File: src/rtl/dram_row_timer_pkg.sv
package dram_row_timer_pkg;

  typedef enum logic [1:0] {
    MODE_FIXED = 2'd0,
    MODE_OPEN  = 2'd1,
    MODE_CLOSE = 2'd2,
    MODE_SPARE = 2'd3
  } pageMode_e;

  // strobes from control to datapath
  typedef struct packed {
    logic accept;   // request taken this cycle
  } ctrlStrobe_t;

endpackage

File: src/rtl/dram_row_timer_ctrl.sv
module dram_row_timer_ctrl
  import dram_row_timer_pkg::*;
(
  input  logic        clk,
  input  logic        rstN,
  input  logic        reqValid,
  output logic        reqReady,
  output logic        rspValid,
  input  logic        rspReady,
  output ctrlStrobe_t strobe
);

  logic pending;

  assign reqReady      = !pending || rspReady;
  assign strobe.accept = reqValid && reqReady;
  assign rspValid      = pending;

  always_ff @(posedge clk or negedge rstN) begin
    if (!rstN) begin
      pending <= 1'b0;
    end else if (strobe.accept) begin
      pending <= 1'b1;
    end else if (rspReady) begin
      pending <= 1'b0;
    end
  end

endmodule

File: src/rtl/dram_row_timer_dp.sv
module dram_row_timer_dp
  import dram_row_timer_pkg::*;
#(
  parameter int LINE_W     = 32,
  parameter int LINE_BYTES = 64,
  parameter int ROW_BYTES  = 1024,
  parameter int NUM_BANKS  = 16,
  parameter int LAT_W      = 8,
  parameter int CNT_W      = 32,
  parameter int SUM_W      = 40,
  parameter int T_ACT      = 45,
  parameter int T_CAS      = 45,
  parameter int T_PRE      = 45,
  parameter int T_BUS      = 10,
  parameter int FIXED_LAT  = 100
) (
  input  logic              clk,
  input  logic              rstN,
  input  ctrlStrobe_t       strobe,
  input  logic [LINE_W-1:0] reqLine,
  input  logic              reqWrite,
  input  pageMode_e         pageMode,
  output logic [LAT_W-1:0]  rspCycles,
  output logic [CNT_W-1:0]  rdCount,
  output logic [CNT_W-1:0]  wrCount,
  output logic [SUM_W-1:0]  rdDelaySum,
  output logic [SUM_W-1:0]  wrDelaySum
);

  localparam int OFF_W  = $clog2(ROW_BYTES / LINE_BYTES);
  localparam int BANK_W = $clog2(NUM_BANKS);
  localparam int ROW_W  = LINE_W - OFF_W - BANK_W;

  localparam logic [LAT_W-1:0] LAT_HIT   = LAT_W'(T_CAS + T_BUS);
  localparam logic [LAT_W-1:0] LAT_IDLE  = LAT_W'(T_ACT + T_CAS + T_BUS);
  localparam logic [LAT_W-1:0] LAT_CONF  = LAT_W'(T_PRE + T_ACT + T_CAS + T_BUS);
  localparam logic [LAT_W-1:0] LAT_FIXED = LAT_W'(FIXED_LAT);

  logic [BANK_W-1:0] bankSel;
  logic [ROW_W-1:0]  rowSel;
  logic [OFF_W-1:0]  unusedOffset;

  assign unusedOffset = reqLine[OFF_W-1:0];
  assign bankSel      = reqLine[OFF_W +: BANK_W];
  assign rowSel       = reqLine[LINE_W-1 -: ROW_W];

  logic             rowValid [NUM_BANKS];
  logic [ROW_W-1:0] rowId    [NUM_BANKS];

  // per-bank row-buffer entries
  for (genvar b = 0; b < NUM_BANKS; b++) begin : g_bank
    logic hitThis;
    assign hitThis = strobe.accept && (bankSel == BANK_W'(b));
    always_ff @(posedge clk or negedge rstN) begin
      if (!rstN) begin
        rowValid[b] <= 1'b0;
        rowId[b]    <= '0;
      end else if (hitThis) begin
        if (pageMode == MODE_OPEN) begin
          rowValid[b] <= 1'b1;
          rowId[b]    <= rowSel;
        end else if (pageMode == MODE_CLOSE) begin
          rowValid[b] <= 1'b0;
        end
      end
    end
  end

  logic             selValid;
  logic [ROW_W-1:0] selRow;
  logic [LAT_W-1:0] latNext;

  assign selValid = rowValid[bankSel];
  assign selRow   = rowId[bankSel];

  always_comb begin
    unique case (pageMode)
      MODE_OPEN: begin
        if (!selValid)             latNext = LAT_IDLE;
        else if (selRow == rowSel) latNext = LAT_HIT;
        else                       latNext = LAT_CONF;
      end
      MODE_CLOSE: latNext = LAT_IDLE;
      default:    latNext = LAT_FIXED;
    endcase
  end

  always_ff @(posedge clk or negedge rstN) begin
    if (!rstN) begin
      rspCycles  <= '0;
      rdCount    <= '0;
      wrCount    <= '0;
      rdDelaySum <= '0;
      wrDelaySum <= '0;
    end else if (strobe.accept) begin
      rspCycles <= latNext;
      if (reqWrite) begin
        wrCount    <= wrCount + 1'b1;
        wrDelaySum <= wrDelaySum + SUM_W'(latNext);
      end else begin
        rdCount    <= rdCount + 1'b1;
        rdDelaySum <= rdDelaySum + SUM_W'(latNext);
      end
    end
  end

endmodule

File: src/rtl/dram_row_timer.sv
module dram_row_timer
  import dram_row_timer_pkg::*;
#(
  parameter int LINE_W     = 32,
  parameter int LINE_BYTES = 64,
  parameter int ROW_BYTES  = 1024,
  parameter int NUM_BANKS  = 16,
  parameter int LAT_W      = 8,
  parameter int CNT_W      = 32,
  parameter int SUM_W      = 40,
  parameter int T_ACT      = 45,
  parameter int T_CAS      = 45,
  parameter int T_PRE      = 45,
  parameter int T_BUS      = 10,
  parameter int FIXED_LAT  = 100
) (
  input  logic              clk,
  input  logic              rstN,
  input  logic              reqValid,
  output logic              reqReady,
  input  logic [LINE_W-1:0] reqLine,
  input  logic              reqWrite,
  input  logic [1:0]        modeSel,
  output logic              rspValid,
  input  logic              rspReady,
  output logic [LAT_W-1:0]  rspCycles,
  output logic [CNT_W-1:0]  rdCount,
  output logic [CNT_W-1:0]  wrCount,
  output logic [SUM_W-1:0]  rdDelaySum,
  output logic [SUM_W-1:0]  wrDelaySum
);

  ctrlStrobe_t strobe;
  pageMode_e   pageMode;

  assign pageMode = pageMode_e'(modeSel);

  dram_row_timer_ctrl u_ctrl (
    .clk      (clk),
    .rstN     (rstN),
    .reqValid (reqValid),
    .reqReady (reqReady),
    .rspValid (rspValid),
    .rspReady (rspReady),
    .strobe   (strobe)
  );

  dram_row_timer_dp #(
    .LINE_W     (LINE_W),
    .LINE_BYTES (LINE_BYTES),
    .ROW_BYTES  (ROW_BYTES),
    .NUM_BANKS  (NUM_BANKS),
    .LAT_W      (LAT_W),
    .CNT_W      (CNT_W),
    .SUM_W      (SUM_W),
    .T_ACT      (T_ACT),
    .T_CAS      (T_CAS),
    .T_PRE      (T_PRE),
    .T_BUS      (T_BUS),
    .FIXED_LAT  (FIXED_LAT)
  ) u_dp (
    .clk        (clk),
    .rstN       (rstN),
    .strobe     (strobe),
    .reqLine    (reqLine),
    .reqWrite   (reqWrite),
    .pageMode   (pageMode),
    .rspCycles  (rspCycles),
    .rdCount    (rdCount),
    .wrCount    (wrCount),
    .rdDelaySum (rdDelaySum),
    .wrDelaySum (wrDelaySum)
  );

endmodule

File: config.mk
export PLATFORM = sky130hd
export DESIGN_NAME = dram_row_timer
export DESIGN_NICKNAME = d
export VERILOG_FILES = /design/src/rtl/dram_row_timer_pkg.sv /design/src/rtl/dram_row_timer_ctrl.sv /design/src/rtl/dram_row_timer_dp.sv /design/src/rtl/dram_row_timer.sv
export SDC_FILE = /design/constraint.sdc
export NUM_CORES = 1
export LEC_CHECK = 0
export ABC_CLOCK_PERIOD_IN_PS = 5800
export BUFFER_PORTS_ARGS = -buffer_cell sky130_fd_sc_hd__buf_2
export CORE_ASPECT_RATIO = 0.9
export CORE_MARGIN = 2
export CORE_UTILIZATION = 50
export DETAILED_ROUTE_END_ITERATION = 7
export GPL_ROUTABILITY_DRIVEN = 0
export HOLD_SLACK_MARGIN = 0.03
export PLACE_DENSITY = 0.72
export SYNTH_ARGS = -nofsm -noshare
export SYNTH_HDL_FRONTEND = slang
export SYNTH_HIERARCHICAL = 1
export SYNTH_SLANG_ARGS = --single-unit
File: constraint.sdc
create_clock -name clk -period 5.8 [get_ports clk]
set_input_delay 1.16 -clock clk [delete_from_list [all_inputs] [get_ports clk]]
set_output_delay 1.16 -clock clk [all_outputs]
set_load 0.01 [all_outputs]
==> results of run 1 <==
metal layers:
metal  track usage (%)  share of wire, %  up-vias
met2              38.5                48      407
met3              4.46               5.7       93
met5                 0              0.10        -
li1                  -                 -     7175
met4              6.32               2.1        8
met1              31.4                44     8420
power by group through the flow:
stage          clock [W]  combinational [W]  sequential [W]
6_report         0.00366            0.00141         0.00450
5_1_grt          0.00391            0.00154         0.00455
4_1_cts          0.00375            0.00142         0.00449
3_5_place_dp           0            0.00141         0.00456
3_3_place_gp           0            0.00136         0.00452
2_1_floorplan          0           0.000885         0.00453
area by class of cell:
cell class,count,area (um2)
Sequential cell,550,13800
Inverter,15,56.3
Tap cell,680,851
Clock buffer,82,1660
Antenna cell,1,2.50
Fill cell,4002,20900
Clock inverter,16,206
Multi-Input combinational cell,1182,11300
Timing Repair Buffer,276,1780
path summary, 6_finish.rpt:
| check | depth (start not counted) | end | from | slack, ns |
|---|---|---|---|---|
| max | 19 | u_dp/wrDelaySum[30]$_DFFE_PN0P_ | reqLine[5] | 0.40 |
| min | 1 | u_dp/wrDelaySum[39]$_DFFE_PN0P_ | u_dp/wrDelaySum[39]$_DFFE_PN0P_ | 0.46 |
| max reg2reg | 18 | u_dp/wrDelaySum[30]$_DFFE_PN0P_ | u_dp/rowId[293]$_DFFE_PN0P_ | 0.91 |
| min reg2reg | 1 | u_dp/wrDelaySum[39]$_DFFE_PN0P_ | u_dp/wrDelaySum[39]$_DFFE_PN0P_ | 0.46 |
| max in group asynchronous | 2 | u_ctrl/rspValid$_DFFE_PN0P_ | rstN | 3.83 |
| min in group asynchronous | 1 | u_dp/wrCount[29]$_DFFE_PN0P_ | rstN | 0.62 |
timing repair:
item	4_1_cts	5_1_grt
endpoints found under the setup margin	0	7
gates resized for setup	0	1
hold buffers	0	0
cell families after synthesis:
family          Yosys count
buf+inv                 136
xor+xnor                169
compound gates           84
simple gates            361
fa+ha+maj                19
mux                     548
flops                   550
other cells               1
per-stage QoR:
step	TNS (ns)	worst slack [ns]	utilization (%)	std cells	total power [W]
floorplan	0	0.522	-	1868	0.00542
global placement	-1.21	-0.130	54.9	2703	0.00588
detailed placement	-2.13	-0.204	54.9	2703	0.00597
CTS	0	0.407	58.6	2801	0.00966
global route	0	0.0494	58.6	2801	0.00999
finish	0	0.395	58.6	2802	0.00957
state kept, by name, indices dropped and copies added, names as in the netlist:
signal           flops
u_dp/rowValid       16
u_dp/rdCount        32
u_ctrl/rspValid      1
u_dp/rspCycles       5
u_dp/wrDelaySum     40
u_dp/rowId         384
u_dp/rdDelaySum     40
u_dp/wrCount        32
worst register-to-register path: stages (launching register included):
cell and delay [ns]:
sky130_fd_sc_hd__dfrtp_1 0.38, sky130_fd_sc_hd__mux4_1 0.50, sky130_fd_sc_hd__mux4_2 0.48, sky130_fd_sc_hd__xnor2_1 0.24, sky130_fd_sc_hd__nand3_1 0.12, sky130_fd_sc_hd__and4bb_1 0.34
sky130_fd_sc_hd__o2111a_1 0.30, sky130_fd_sc_hd__nand2_1 0.11, sky130_fd_sc_hd__nor2_1 0.22, sky130_fd_sc_hd__buf_4 0.18, sky130_fd_sc_hd__fa_1 0.19, sky130_fd_sc_hd__a21oi_1 0.09
sky130_fd_sc_hd__o21bai_1 0.15, sky130_fd_sc_hd__a21oi_1 0.10, sky130_fd_sc_hd__o21bai_1 0.18, sky130_fd_sc_hd__a21oi_1 0.13, sky130_fd_sc_hd__nor3_1 0.67, sky130_fd_sc_hd__nand3_1 0.22
sky130_fd_sc_hd__xnor2_1 0.17
Yosys cell counts (4+ instances only):
cell | n | area, um2
sky130_fd_sc_hd__dfrtp_1 | 550 | 13800
sky130_fd_sc_hd__mux2_2 | 410 | 4620
sky130_fd_sc_hd__nand2_1 | 97 | 364
sky130_fd_sc_hd__xnor2_1 | 94 | 823
sky130_fd_sc_hd__xor2_1 | 75 | 657
sky130_fd_sc_hd__mux4_2 | 65 | 1460
sky130_fd_sc_hd__mux2i_1 | 59 | 591
sky130_fd_sc_hd__nor2_1 | 59 | 221
sky130_fd_sc_hd__nand3_1 | 58 | 290
sky130_fd_sc_hd__clkbuf_1 | 53 | 199
sky130_fd_sc_hd__buf_2 | 44 | 220
sky130_fd_sc_hd__and3_1 | 30 | 188
sky130_fd_sc_hd__nand4_1 | 30 | 188
sky130_fd_sc_hd__nor3_1 | 24 | 120
sky130_fd_sc_hd__a21oi_1 | 18 | 90.1
sky130_fd_sc_hd__ha_1 | 17 | 213
sky130_fd_sc_hd__inv_1 | 14 | 52.6
sky130_fd_sc_hd__mux4_1 | 14 | 368
sky130_fd_sc_hd__a221oi_1 | 10 | 87.6
sky130_fd_sc_hd__nor2b_1 | 10 | 62.6
sky130_fd_sc_hd__o21ai_0 | 10 | 50.1
sky130_fd_sc_hd__a22o_1 | 9 | 78.8
sky130_fd_sc_hd__a22oi_1 | 9 | 67.6
sky130_fd_sc_hd__nor4_1 | 9 | 56.3
sky130_fd_sc_hd__and2_1 | 8 | 50.1
sky130_fd_sc_hd__buf_6 | 8 | 90.1
sky130_fd_sc_hd__nand2b_1 | 8 | 50.1
sky130_fd_sc_hd__o21bai_1 | 8 | 60.1
sky130_fd_sc_hd__o22ai_1 | 7 | 43.8
sky130_fd_sc_hd__and4_1 | 6 | 52.6
sky130_fd_sc_hd__buf_1 | 6 | 22.5
sky130_fd_sc_hd__buf_4 | 6 | 45.0
sky130_fd_sc_hd__nor4b_1 | 6 | 52.6
sky130_fd_sc_hd__a21o_1 | 4 | 30.0
sky130_fd_sc_hd__nand3b_1 | 4 | 30.0
sky130_fd_sc_hd__nor3b_1 | 4 | 30.0
==> results.rst, run 1 <==
.. list-table::
   :header-rows: 1

   * - Metric
     - Value
   * - Run status
     - completed
   * - Power per cell area
     - 323 mW/mm2
   * - Post-Synth Simple-Gate Area
     - 7.12%
   * - Number of instances in the synthesized netlist
     - 1868
   * - Clock-pin slew on the worst setup and hold paths
     - 0.06 ns
   * - Crit path required time
     - 6.30 ns
   * - Syn. warnings
     - 6
   * - Maximum number of pins on one net before global-route repair
     - 137
   * - Worst Clk Skew
     - 0.0244 ns
   * - Slowest stage delay, CP
     - 0.67 ns
   * - Compound-cell area share of the yosys netlist
     - 2.41%
   * - Largest family of logic cells by synthesized area
     - multiplexers
   * - Post-synthesis mux area share
     - 27.4%
   * - Overall die area
     - 0.0532 mm2
   * - Crit-path cells
     - buf_4, mux4_1, mux4_2, xnor2_1, nand3_1, and4bb_1, o2111a_1, nand2_1, nor2_1, buf_4, fa_1, a21oi_1, o21bai_1, a21oi_1, o21bai_1, a21oi_1, nor3_1, nand3_1, xnor2_1
   * - Overall Global Routing Usage
     - 23.2%
   * - Fraction of layout cells with a size suffix above 1
     - 40.5%
   * - Deepest clock path buffer count
     - 3
   * - Leading cell type in the layout, fill and taps excluded
     - sky130_fd_sc_hd__dfrtp_1
   * - Logic pwr share
     - 14.7%
   * - Leakage power total
     - 14.5 nW
   * - Clock Sink Count
     - 550
   * - Area added between synthesis and finish
     - 15.5%
   * - Clock tree from TritonCTS
     - yes
   * - Unique cell type count in the Yosys netlist
     - 58
   * - Placement-stage cell area
     - 0.0278 mm2
   * - Final critical delay including setup and external delays
     - 5.40 ns
   * - Relative contribution of sequential cells to total power
     - 47.0%
   * - Critical path launch point type
     - input pin
   * - Fraction of the mapped netlist area in adder cells
     - 0.984%
   * - Via count of the routed design
     - 16100
   * - I/O pin total
     - 193
   * - Via count of the first global-routing pass
     - 16900
   * - Unrepaired setup endpoints after global routing
     - false
   * - Post CTS Setup Buffer Count
     - 0
   * - Crit path arrival time
     - 5.90 ns
   * - Inserted Clock Buffers
     - 56
   * - Per-instance average area after synthesis
     - 13.7 um2
   * - # H-tree levels
     - 2
   * - Synthesized area
     - 0.0257 mm2
   * - Total of endpoints with negative setup slack in the final report
     - 0
   * - Kind of end point of the critical path
     - register
   * - Async set-reset flop share out of synthesis
     - 100%
   * - Slowest cell on the critical path
     - sky130_fd_sc_hd__nor3_1
   * - Number of antenna violations at the first check in global routing
     - 5
   * - Wirelength, routed
     - 61.2 mm
   * - Max IR drop VDD
     - 327 uV
   * - Wirelength per Cell
     - 21.8 um
   * - Post-route DRC
     - 0
   * - Critical-path maximum fanout
     - 12
   * - Number of violations reported at the end of detailed-routing iteration 0
     - 1130
   * - Classification of the worst setup path
     - in2reg
   * - Seq cells post-synth
     - 550
   * - First-pass GRT wire length
     - 96.5 mm
   * - Cell mode on critical path
     - sky130_fd_sc_hd__a21oi_1
   * - Overall overflow remaining after global route
     - 0
   * - DRT antenna net count
     - 0
   * - Pins over their slew limit
     - 0
   * - Total half-perimeter wirelength after legalization and detailed placement
     - 38.7 mm
   * - Number of synthesized flops with an enable pin
     - 0
   * - Clock latency at the later pin of the worst-skew pair
     - 0.62 ns
   * - Leading cell types in the layout, fill and taps excluded
     - sky130_fd_sc_hd__dfrtp_1, sky130_fd_sc_hd__mux2_2, sky130_fd_sc_hd__buf_2
   * - Kind of cell adding the most delay to the critical path
     - simple AND/OR/NAND/NOR gates
   * - Chip height
     - 219 um
   * - Final standard cell area without fillers
     - 0.0296 mm2
   * - Die Wd
     - 243 um
   * - Class of the tightest hold or removal check
     - reg2reg
   * - Maximum Capacitance Violations
     - 0
   * - Sum of buffers and inverters on the critical path
     - 2
   * - Most used DFF post-synth
     - sky130_fd_sc_hd__dfrtp_1
   * - Fraction of power spent switching nets
     - 25.7%
   * - Area of the core
     - 0.0506 mm2
   * - IO Port Bufs
     - 187
   * - Post-Synthesis Net Count
     - 1926
   * - Synth Area in XOR/XNOR
     - 5.76%
   * - Starting utilization of the core area
     - 50.8%
   * - Worst Max-Slew Pin Slew
     - 1.20 ns
   * - Sequential cell area fraction in the yosys report
     - 53.6%
   * - Post-route fraction of the period consumed by the critical path
     - 93.2%
   * - P_int
     - 0.00711 W
   * - Root cell of the clock tree
     - sky130_fd_sc_hd__clkbuf_16
   * - First-pass iteration count of the detailed router
     - 5
   * - Worst hold slack
     - 0.461 ns
   * - Net switching power figure
     - 0.00246 W
   * - Count of final hold-check violations
     - 0
   * - Vias/cell
     - 5.75
   * - Nets@finish
     - 2139
   * - Max Clock Freq
     - 185 MHz
   * - Worst relative slew slack
     - 19.9%
   * - Relative contribution of the clock network to total power
     - 38.3%
   * - Number of core rows
     - 78
No activity file was read; power rests on OpenSTA's default activity.
==> inputs of run 2 (changes only) <==
Settings changed: BUFFER_PORTS_ARGS -buffer_cell sky130_fd_sc_hd__buf_2 to not set, DONT_BUFFER_PORTS set to 1, PLACE_DENSITY 0.72 to 0.69.
==> run 2 against run 1 <==
Effect of this change:
- the flow now finishes with violations (slew limit)
- worst setup slack better by 0.22 ns
- first-iteration DRC count down 20%
- global-route usage down 1.1 points
- flip-flop and latch count unchanged
- count of clock-buffer cells in the layout up 2
- critical path type unchanged
==> results.rst, run 2 (synthesized netlist as in run 1, its figures left out) <==
.. list-table::
   :header-rows: 1

   * - Metric
     - Value
   * - Run status
     - complete, but fails checks (was completed)
   * - Violations in the final reports
     - slew limit
   * - Top register by number of flip-flops
     - u_dp/rowId (unchanged)
   * - Post-route fraction of the period consumed by the critical path
     - 89.4% (was 93.2%)
   * - Via count of the routed design
     - 15000 (was 16100)
   * - First-pass iteration count of the detailed router
     - 5 (unchanged)
   * - Pins over their slew limit
     - 397 (was 0)
   * - Number of antenna violations at the first check in global routing
     - 0 (was 5)
   * - Max Clock Freq
     - 193 MHz (was 185 MHz)
   * - Relative contribution of the clock network to total power
     - 39.2% (was 38.3%)
   * - Leading cell types in the layout, fill and taps excluded
     - sky130_fd_sc_hd__dfrtp_1, sky130_fd_sc_hd__mux2_2, sky130_fd_sc_hd__nand2_1 (was sky130_fd_sc_hd__dfrtp_1, sky130_fd_sc_hd__mux2_2, sky130_fd_sc_hd__buf_2)
   * - DP Worst Slack
     - 0.0277 ns (was -0.204 ns)
   * - Leakage power total
     - 13.2 nW (was 14.5 nW)
   * - Class of the tightest hold or removal check
     - in2async (was reg2reg)
   * - Clock latency at the later pin of the worst-skew pair
     - 0.61 ns (was 0.62 ns)
   * - Overall Global Routing Usage
     - 22.1% (was 23.2%)
   * - Crit path required time
     - 6.33 ns (was 6.30 ns)
   * - Leading cell type in the layout, fill and taps excluded
     - sky130_fd_sc_hd__dfrtp_1 (unchanged)
   * - Worst Max-Slew Pin Slew
     - 2.21 ns (was 1.20 ns)
   * - Final standard cell area without fillers
     - 0.0280 mm2 (was 0.0296 mm2)
   * - Post CTS Setup Buffer Count
     - 0 (unchanged)
   * - Worst Clk Skew
     - 0.0121 ns (was 0.0244 ns)
   * - IO Port Bufs
     - 0 (was 187)
   * - Fraction of layout cells with a size suffix above 1
     - 32.2% (was 40.5%)
   * - Crit path arrival time
     - 5.71 ns (was 5.90 ns)
   * - Leading registers by flop count
     - u_dp/rowId x384, u_dp/rdDelaySum x40, u_dp/wrDelaySum x40 (unchanged)
   * - Clock Sink Count
     - 550 (unchanged)
   * - Total of cells resized after clock tree synthesis
     - 0 (unchanged)
   * - Slowest stage delay, CP
     - 0.84 ns (was 0.67 ns)
   * - Reg2Reg Capture Point
     - u_dp/rdDelaySum[20]$_DFFE_PN0P_ (was u_dp/wrDelaySum[30]$_DFFE_PN0P_)
   * - Power per cell area
     - 327 mW/mm2 (was 323 mW/mm2)
   * - Area added between synthesis and finish
     - 8.94% (was 15.5%)
   * - Crit path setup slack, layout
     - 0.615 ns (was 0.395 ns)
   * - Net switching power figure
     - 0.00222 W (was 0.00246 W)
   * - Deepest clock path buffer count
     - 3 (unchanged)
   * - # diodes
     - 0 (was 1)
   * - Fillers
     - 4145 (was 4002)
   * - Number of hold buffers added after cts
     - 0 (unchanged)
   * - Logic pwr share
     - 10.8% (was 14.7%)
   * - Worst-case reg-to-reg path depth
     - 17 (was 18)
   * - Number of core rows
     - 78 (unchanged)
   * - Chip height
     - 219 um (unchanged)
   * - Fraction of power spent switching nets
     - 24.3% (was 25.7%)
   * - Max IR drop VDD
     - 227 uV (was 327 uV)
   * - Unrepaired setup endpoints after global routing
     - false (unchanged)
   * - Inserted Clock Buffers
     - 56 (unchanged)
   * - Final critical delay including setup and external delays
     - 5.18 ns (was 5.40 ns)
   * - Cell mode on critical path
     - sky130_fd_sc_hd__a21oi_1 (unchanged)
   * - Area of the core
     - 0.0506 mm2 (unchanged)
   * - Critical-path maximum fanout
     - 97 (was 12)
   * - DRT antenna net count
     - 0 (unchanged)
   * - P_int
     - 0.00692 W (was 0.00711 W)
   * - Placement-stage cell area
     - 0.0261 mm2 (was 0.0278 mm2)
   * - Worst R2R Start
     - u_dp/rowId[5]$_DFFE_PN0P_ (was u_dp/rowId[293]$_DFFE_PN0P_)
   * - Kind of end point of the critical path
     - register (unchanged)
   * - Classification of the worst setup path
     - in2reg (unchanged)
   * - Overall overflow remaining after global route
     - 0 (unchanged)
   * - First-pass GRT wire length
     - 92.4 mm (was 96.5 mm)
   * - # H-tree levels
     - 2 (unchanged)
   * - Vias/cell
     - 5.88 (was 5.75)
   * - Relative contribution of sequential cells to total power
     - 50.0% (was 47.0%)
   * - Starting utilization of the core area
     - 50.8% (unchanged)
   * - Nets@finish
     - 1884 (was 2139)
   * - Multi-input combinational cell area
     - 0.0113 mm2 (about the same)
   * - Die Wd
     - 243 um (unchanged)
   * - Worst relative slew slack
     - -47.5% (was 19.9%)
   * - Root cell of the clock tree
     - sky130_fd_sc_hd__clkbuf_16 (unchanged)
   * - Overall die area
     - 0.0532 mm2 (unchanged)
   * - Critical path launch point type
     - input pin (unchanged)
   * - FF-to-FF setup slack
     - 0.87 ns (was 0.91 ns)
   * - Seq. cell area
     - 0.0138 mm2 (unchanged)
   * - Post-route DRC
     - 0 (unchanged)
   * - Wirelength, routed
     - 57.7 mm (was 61.2 mm)
   * - Crit-path cells
     - mux4_1, mux4_2, xnor2_1, nand3_1, and4bb_1, o2111a_1, nand2_1, nor2_1, fa_1, a21oi_1, o21bai_1, a21oi_1, o21bai_1, a21oi_1, nor3_1, and3_1, xor2_1 (was buf_4, mux4_1, mux4_2, xnor2_1, nand3_1, and4bb_1, o2111a_1, nand2_1, nor2_1, buf_4, fa_1, a21oi_1, o21bai_1, a21oi_1, o21bai_1, a21oi_1, nor3_1, nand3_1, xnor2_1)
   * - Sum Neg Setup Slack
     - 0 ns (unchanged)
   * - Number of violations reported at the end of detailed-routing iteration 0
     - 909 (was 1130)
   * - Via count of the first global-routing pass
     - 15900 (was 16900)
   * - Wirelength per Cell
     - 22.6 um (was 21.8 um)
   * - Count of final hold-check violations
     - 0 (unchanged)
   * - Maximum Capacitance Violations
     - 0 (unchanged)
   * - Total half-perimeter wirelength after legalization and detailed placement
     - 34.0 mm (was 38.7 mm)
   * - I/O pin total
     - 193 (unchanged)
   * - Clock tree from TritonCTS
     - yes (unchanged)
   * - Maximum number of pins on one net before global-route repair
     - 551 (was 137)
   * - Number of flip-flops under the largest register name
     - 384 (unchanged)
   * - Slowest cell on the critical path
     - sky130_fd_sc_hd__nor3_1 (unchanged)
   * - Clock-pin slew on the worst setup and hold paths
     - 0.06 ns (about the same)
   * - Total of endpoints with negative setup slack in the final report
     - 0 (unchanged)
-- run 2: changes by cell type in the layout (fill, tap and decap cells not counted), moves of 2 or more --
cell,change
sky130_fd_sc_hd__buf_2,-184
sky130_fd_sc_hd__buf_12,-13
sky130_fd_sc_hd__clkinvlp_4,-3
sky130_fd_sc_hd__buf_4,-57
sky130_fd_sc_hd__clkinv_2,+2
sky130_fd_sc_hd__clkbuf_1,+2
-- run 2: layer usage --
metal	global-route usage [%]	wire length [um]	vias to the layer above
met3	5.19	3470	78
met1	30.4	25900	7919
met4	5.81	1120	0
met2	35.5	27100	349
met5	0	0	-
li1	-	-	6634
-- run 2: worst max-delay path by stage --
stage | startpoint | to | slack [ns] | cells past startpoint
finish | reqLine[5] | u_dp/rdDelaySum[20]$_DFFE_PN0P_ | 0.62 | 17
global route | reqLine[5] | u_dp/rdDelaySum[22]$_DFFE_PN0P_ | 0.26 | 17
CTS | reqLine[5] | u_dp/rdDelaySum[20]$_DFFE_PN0P_ | 0.62 | 17
detailed placement | reqLine[5] | u_dp/rdDelaySum[28]$_DFFE_PN0P_ | 0.03 | 17
global placement | reqLine[5] | u_dp/rdDelaySum[20]$_DFFE_PN0P_ | 0.05 | 17
floorplan | reqLine[7] | u_dp/wrDelaySum[27]$_DFFE_PN0P_ | 0.52 | 21
-- run 2: cell type report --
| cell class | instances | share of cell area, % |
|---|---|---|
| Clock inverter | 15 | 0.590 |
| Tap cell | 680 | 3.04 |
| Clock buffer | 84 | 5.93 |
| Sequential cell | 550 | 49.2 |
| Inverter | 15 | 0.201 |
| Timing Repair Buffer | 21 | 0.564 |
| Multi-Input combinational cell | 1182 | 40.5 |
-- run 2: worst max-delay path, delay by kind of cell --
family                   cells  cell delay [ns]
adder cells (fa/ha/maj)      1             0.24
AND/OR/NAND/NOR              6             1.96
AO/OA/AOI/OAI                6             0.89
XOR/XNOR                     2             0.39
multiplexers                 2             1.02
-- run 2: power by group through the flow --
stage | Combinational [W] | Sequential (W) | Clock (W)
2_1_floorplan | 0.000885 | 0.00453 | 0
3_3_place_gp | 0.000947 | 0.00460 | 0
3_5_place_dp | 0.000987 | 0.00463 | 0
4_1_cts | 0.000991 | 0.00457 | 0.00367
5_1_grt | 0.00109 | 0.00462 | 0.00384
6_report | 0.000985 | 0.00457 | 0.00358
-- run 2: metrics by stage --
step / hold slack [ns] / util [%] / power [W] / instances
6_report: 0.246 / 55.3 / 0.00914 / 2547
4_1_cts: 0.221 / 55.3 / 0.00923 / 2547
3_5_place_dp: 0.485 / 51.7 / 0.00562 / 2448
5_1_grt: 0.224 / 55.3 / 0.00955 / 2547
2_1_floorplan: 0.470 / - / 0.00542 / 1868
3_3_place_gp: 0.480 / 51.7 / 0.00555 / 2448
==> inputs of run 3 (changes only) <==
Settings changed: ABC_CLOCK_PERIOD_IN_PS 5800 to 6400.
Clock period 5.8 ns to 6.4 ns, I/O delays scaled along.
==> run 3 against run 2 <==
Effect of this change:
- the run still ends with slew limit left
- clock power is 8.9% lower
- first-iteration DRC count up 18%
- design area about the same
- core utilization about the same
- via count increased by 0.57%
- flip-flop and latch count stayed put
- critical path depth is 2 higher
- critical path type unchanged
- critical endpoint is now u_dp/rdDelaySum[21]$_DFFE_PN0P_
==> results.rst, run 3 (synthesized netlist as in run 1, its figures left out) <==
.. list-table::
   :header-rows: 1

   * - Metric
     - Value
   * - Count of final hold-check violations
     - 0 (unchanged)
   * - Worst relative slew slack
     - -27.1% (was -47.5%)
   * - Post CTS Setup Buffer Count
     - 0 (unchanged)
   * - Critical-path maximum fanout
     - 97 (unchanged)
   * - Overall die area
     - 0.0532 mm2 (unchanged)
   * - Post-route DRC
     - 0 (unchanged)
   * - Final critical delay including setup and external delays
     - 5.39 ns
   * - Area added between synthesis and finish
     - 8.88% (was 8.94%)
   * - Chip height
     - 219 um (unchanged)
   * - Total of cells resized after clock tree synthesis
     - 0 (unchanged)
   * - Max Clock Freq
     - 185 MHz
   * - Sum Neg Setup Slack
     - 0 ns (unchanged)
   * - Wirelength, routed
     - 57.5 mm (was 57.7 mm)
   * - Leading cell type in the layout, fill and taps excluded
     - sky130_fd_sc_hd__dfrtp_1 (unchanged)
   * - Cell Count, Final, Fillers Out
     - 2543 (was 2547)
   * - Violations in the final reports
     - slew limit (unchanged)
   * - Die Wd
     - 243 um (unchanged)
   * - Classification of the worst setup path
     - in2reg (unchanged)
   * - Top register by number of flip-flops
     - u_dp/rowId (unchanged)
   * - Area of the core
     - 0.0506 mm2 (unchanged)
   * - Kind of end point of the critical path
     - register (unchanged)
   * - Pins over their slew limit
     - 238 (was 397)
   * - Crit path arrival time
     - 5.87 ns (was 5.71 ns)
   * - Post-route fraction of the period consumed by the critical path
     - 84.3%
   * - Number of flip-flops under the largest register name
     - 384 (unchanged)
   * - Run status
     - complete, but fails checks (unchanged)
   * - Met1 usage
     - 30.2% (was 30.4%)
   * - Total half-perimeter wirelength after legalization and detailed placement
     - 33.2 mm (was 34.0 mm)
   * - Number of antenna violations at the first check in global routing
     - 0 (unchanged)
   * - Crit path required time
     - 6.88 ns (was 6.33 ns)
   * - Cell Count Post-Placement
     - 2441 (was 2448)
   * - # diodes
     - 0 (unchanged)
   * - Number of violations reported at the end of detailed-routing iteration 0
     - 1071 (was 909)
   * - Via count of the first global-routing pass
     - 15600 (was 15900)
   * - Final standard cell area without fillers
     - 0.0280 mm2 (about the same)
   * - Via count of the routed design
     - 15100 (was 15000)
   * - Placement-stage cell area
     - 0.0261 mm2 (about the same)
   * - Clock latency at the later pin of the worst-skew pair
     - 0.62 ns (was 0.61 ns)
   * - Leakage power total
     - 13.2 nW (about the same)
   * - Wirelength per Cell
     - 22.6 um (about the same)
   * - Clock Sink Count
     - 550 (unchanged)
   * - Routing usage on met3
     - 4.70% (was 5.19%)
   * - Fillers
     - 4140 (was 4145)
   * - Max IR drop VDD
     - 240 uV (was 227 uV)
   * - Class of the tightest hold or removal check
     - in2async (unchanged)
   * - DRT antenna net count
     - 0 (unchanged)
   * - Starting utilization of the core area
     - 50.8% (unchanged)
   * - Met2 Track Usage GR
     - 35.1% (was 35.5%)
   * - I/O pin total
     - 193 (unchanged)
   * - Nets@finish
     - 1877 (was 1884)
   * - Inserted Clock Buffers
     - 56 (unchanged)
   * - Unrepaired setup endpoints after global routing
     - false (unchanged)
   * - Root cell of the clock tree
     - sky130_fd_sc_hd__clkbuf_16 (unchanged)
   * - Maximum number of pins on one net before global-route repair
     - 551 (unchanged)
   * - Leading cell types in the layout, fill and taps excluded
     - sky130_fd_sc_hd__dfrtp_1, sky130_fd_sc_hd__mux2_2, sky130_fd_sc_hd__nand2_1 (unchanged)
   * - Number of core rows
     - 78 (unchanged)
   * - First-pass iteration count of the detailed router
     - 5 (unchanged)
   * - Clock tree from TritonCTS
     - yes (unchanged)
   * - Overall Power
     - 0.00828 W (was 0.00914 W)
   * - Worst Max-Slew Pin Slew
     - 1.91 ns (was 2.21 ns)
   * - Maximum Capacitance Violations
     - 0 (unchanged)
   * - Vias/cell
     - 5.92 (was 5.88)
   * - Clock-pin slew on the worst setup and hold paths
     - 0.06 ns (about the same)
   * - Number of hold buffers added after cts
     - 0 (unchanged)
   * - Power per cell area
     - 296 mW/mm2 (was 327 mW/mm2)
   * - Overall overflow remaining after global route
     - 0 (unchanged)
   * - Leading registers by flop count
     - u_dp/rowId x384, u_dp/rdDelaySum x40, u_dp/wrDelaySum x40 (unchanged)
   * - Total of endpoints with negative setup slack in the final report
     - 0 (unchanged)
   * - Deepest clock path buffer count
     - 3 (unchanged)
   * - IO Port Bufs
     - 0 (unchanged)
   * - Overall Global Routing Usage
     - 21.8% (was 22.1%)
   * - Fraction of layout cells with a size suffix above 1
     - 32.3% (was 32.2%)
   * - Worst Clk Skew
     - 0.0268 ns (was 0.0121 ns)
   * - # H-tree levels
     - 2 (unchanged)
   * - Critical path launch point type
     - input pin (unchanged)
   * - First-pass GRT wire length
     - 91.0 mm (was 92.4 mm)
   * - Grt peak-use layer
     - met2 (unchanged)
## run 3: cell count changes in the layout (fill, tap and decap cells not counted)
| cell | delta |
|---|---|
| sky130_fd_sc_hd__clkinv_4 | -2 |
| sky130_fd_sc_hd__clkinvlp_4 | +2 |
| sky130_fd_sc_hd__buf_4 | -7 |
| sky130_fd_sc_hd__clkbuf_8 | +11 |
| sky130_fd_sc_hd__clkinv_2 | -2 |
| sky130_fd_sc_hd__clkbuf_1 | -3 |
| sky130_fd_sc_hd__bufinv_16 | -3 |
## run 3: path summary, 6_finish.rpt
kind	startpoint	to	slack [ns]	depth (start not counted)
max	reqLine[5]	u_dp/rdDelaySum[21]$_DFFE_PN0P_	1.01	19
min	rstN	u_dp/wrCount[31]$_DFFE_PN0P_	0.38	0
max reg2reg	u_dp/rowId[109]$_DFFE_PN0P_	u_dp/rdDelaySum[21]$_DFFE_PN0P_	1.70	18
min reg2reg	u_dp/rowId[221]$_DFFE_PN0P_	u_dp/rowId[221]$_DFFE_PN0P_	0.50	1
max in group asynchronous	rstN	u_dp/rowId[89]$_DFFE_PN0P_	4.51	0
min in group clk	u_dp/rowId[221]$_DFFE_PN0P_	u_dp/rowId[221]$_DFFE_PN0P_	0.50	1
## run 3: layer usage
metal / routed length (um) / part of all wire (%)
met2: 26800 / 47
met3: 3460 / 6.0
met5: 0 / 0
met1: 26100 / 45
met4: 1200 / 2.1
## run 3: critical path, stage by stage
cell,delay [ns]
sky130_fd_sc_hd__nor2b_1,0.63
sky130_fd_sc_hd__buf_4,0.27
sky130_fd_sc_hd__a22o_1,0.14
sky130_fd_sc_hd__a221oi_1,0.05
sky130_fd_sc_hd__xor2_1,0.18
sky130_fd_sc_hd__nor4_1,0.52
sky130_fd_sc_hd__o2111a_1,0.38
sky130_fd_sc_hd__nand2_1,0.14
sky130_fd_sc_hd__nor2_1,0.40
sky130_fd_sc_hd__ha_1,0.31
sky130_fd_sc_hd__a21o_1,0.15
sky130_fd_sc_hd__a21oi_1,0.19
sky130_fd_sc_hd__o21bai_1,0.12
sky130_fd_sc_hd__a21oi_1,0.19
sky130_fd_sc_hd__o21bai_1,0.11
sky130_fd_sc_hd__a21oi_1,0.16
sky130_fd_sc_hd__buf_4,0.23
sky130_fd_sc_hd__nor4b_1,0.09
sky130_fd_sc_hd__xor2_1,0.16
## run 3: cell type report
class                   count  area, um2  area share, %
flip-flops and latches    550      13800           49.2
multi-input cells        1182      11300           40.5
clock buffers              92       1800           6.43
well taps                 680        851           3.04
repair buffers             14        105          0.376
clock inverters            10       62.6          0.224
inverters                  15       56.3          0.201
## run 3: power by group
part           switching [W]  internal, W  leakage [nW]  total (W)
registers           0.000302      0.00384          7.42    0.00414
logic               0.000355     0.000525          4.85   0.000880
clock network        0.00136      0.00190         0.921    0.00326
total                0.00201      0.00627          13.2    0.00828
## run 3: through the flow
step	util, %	setup slack [ns]	hold WS [ns]
6_report	55.3	1.01	0.376
5_1_grt	55.3	0.962	0.350
4_1_cts	55.3	1.29	0.349
3_5_place_dp	51.6	0.629	0.485
3_3_place_gp	51.6	0.687	0.480
2_1_floorplan	-	1.00	0.470
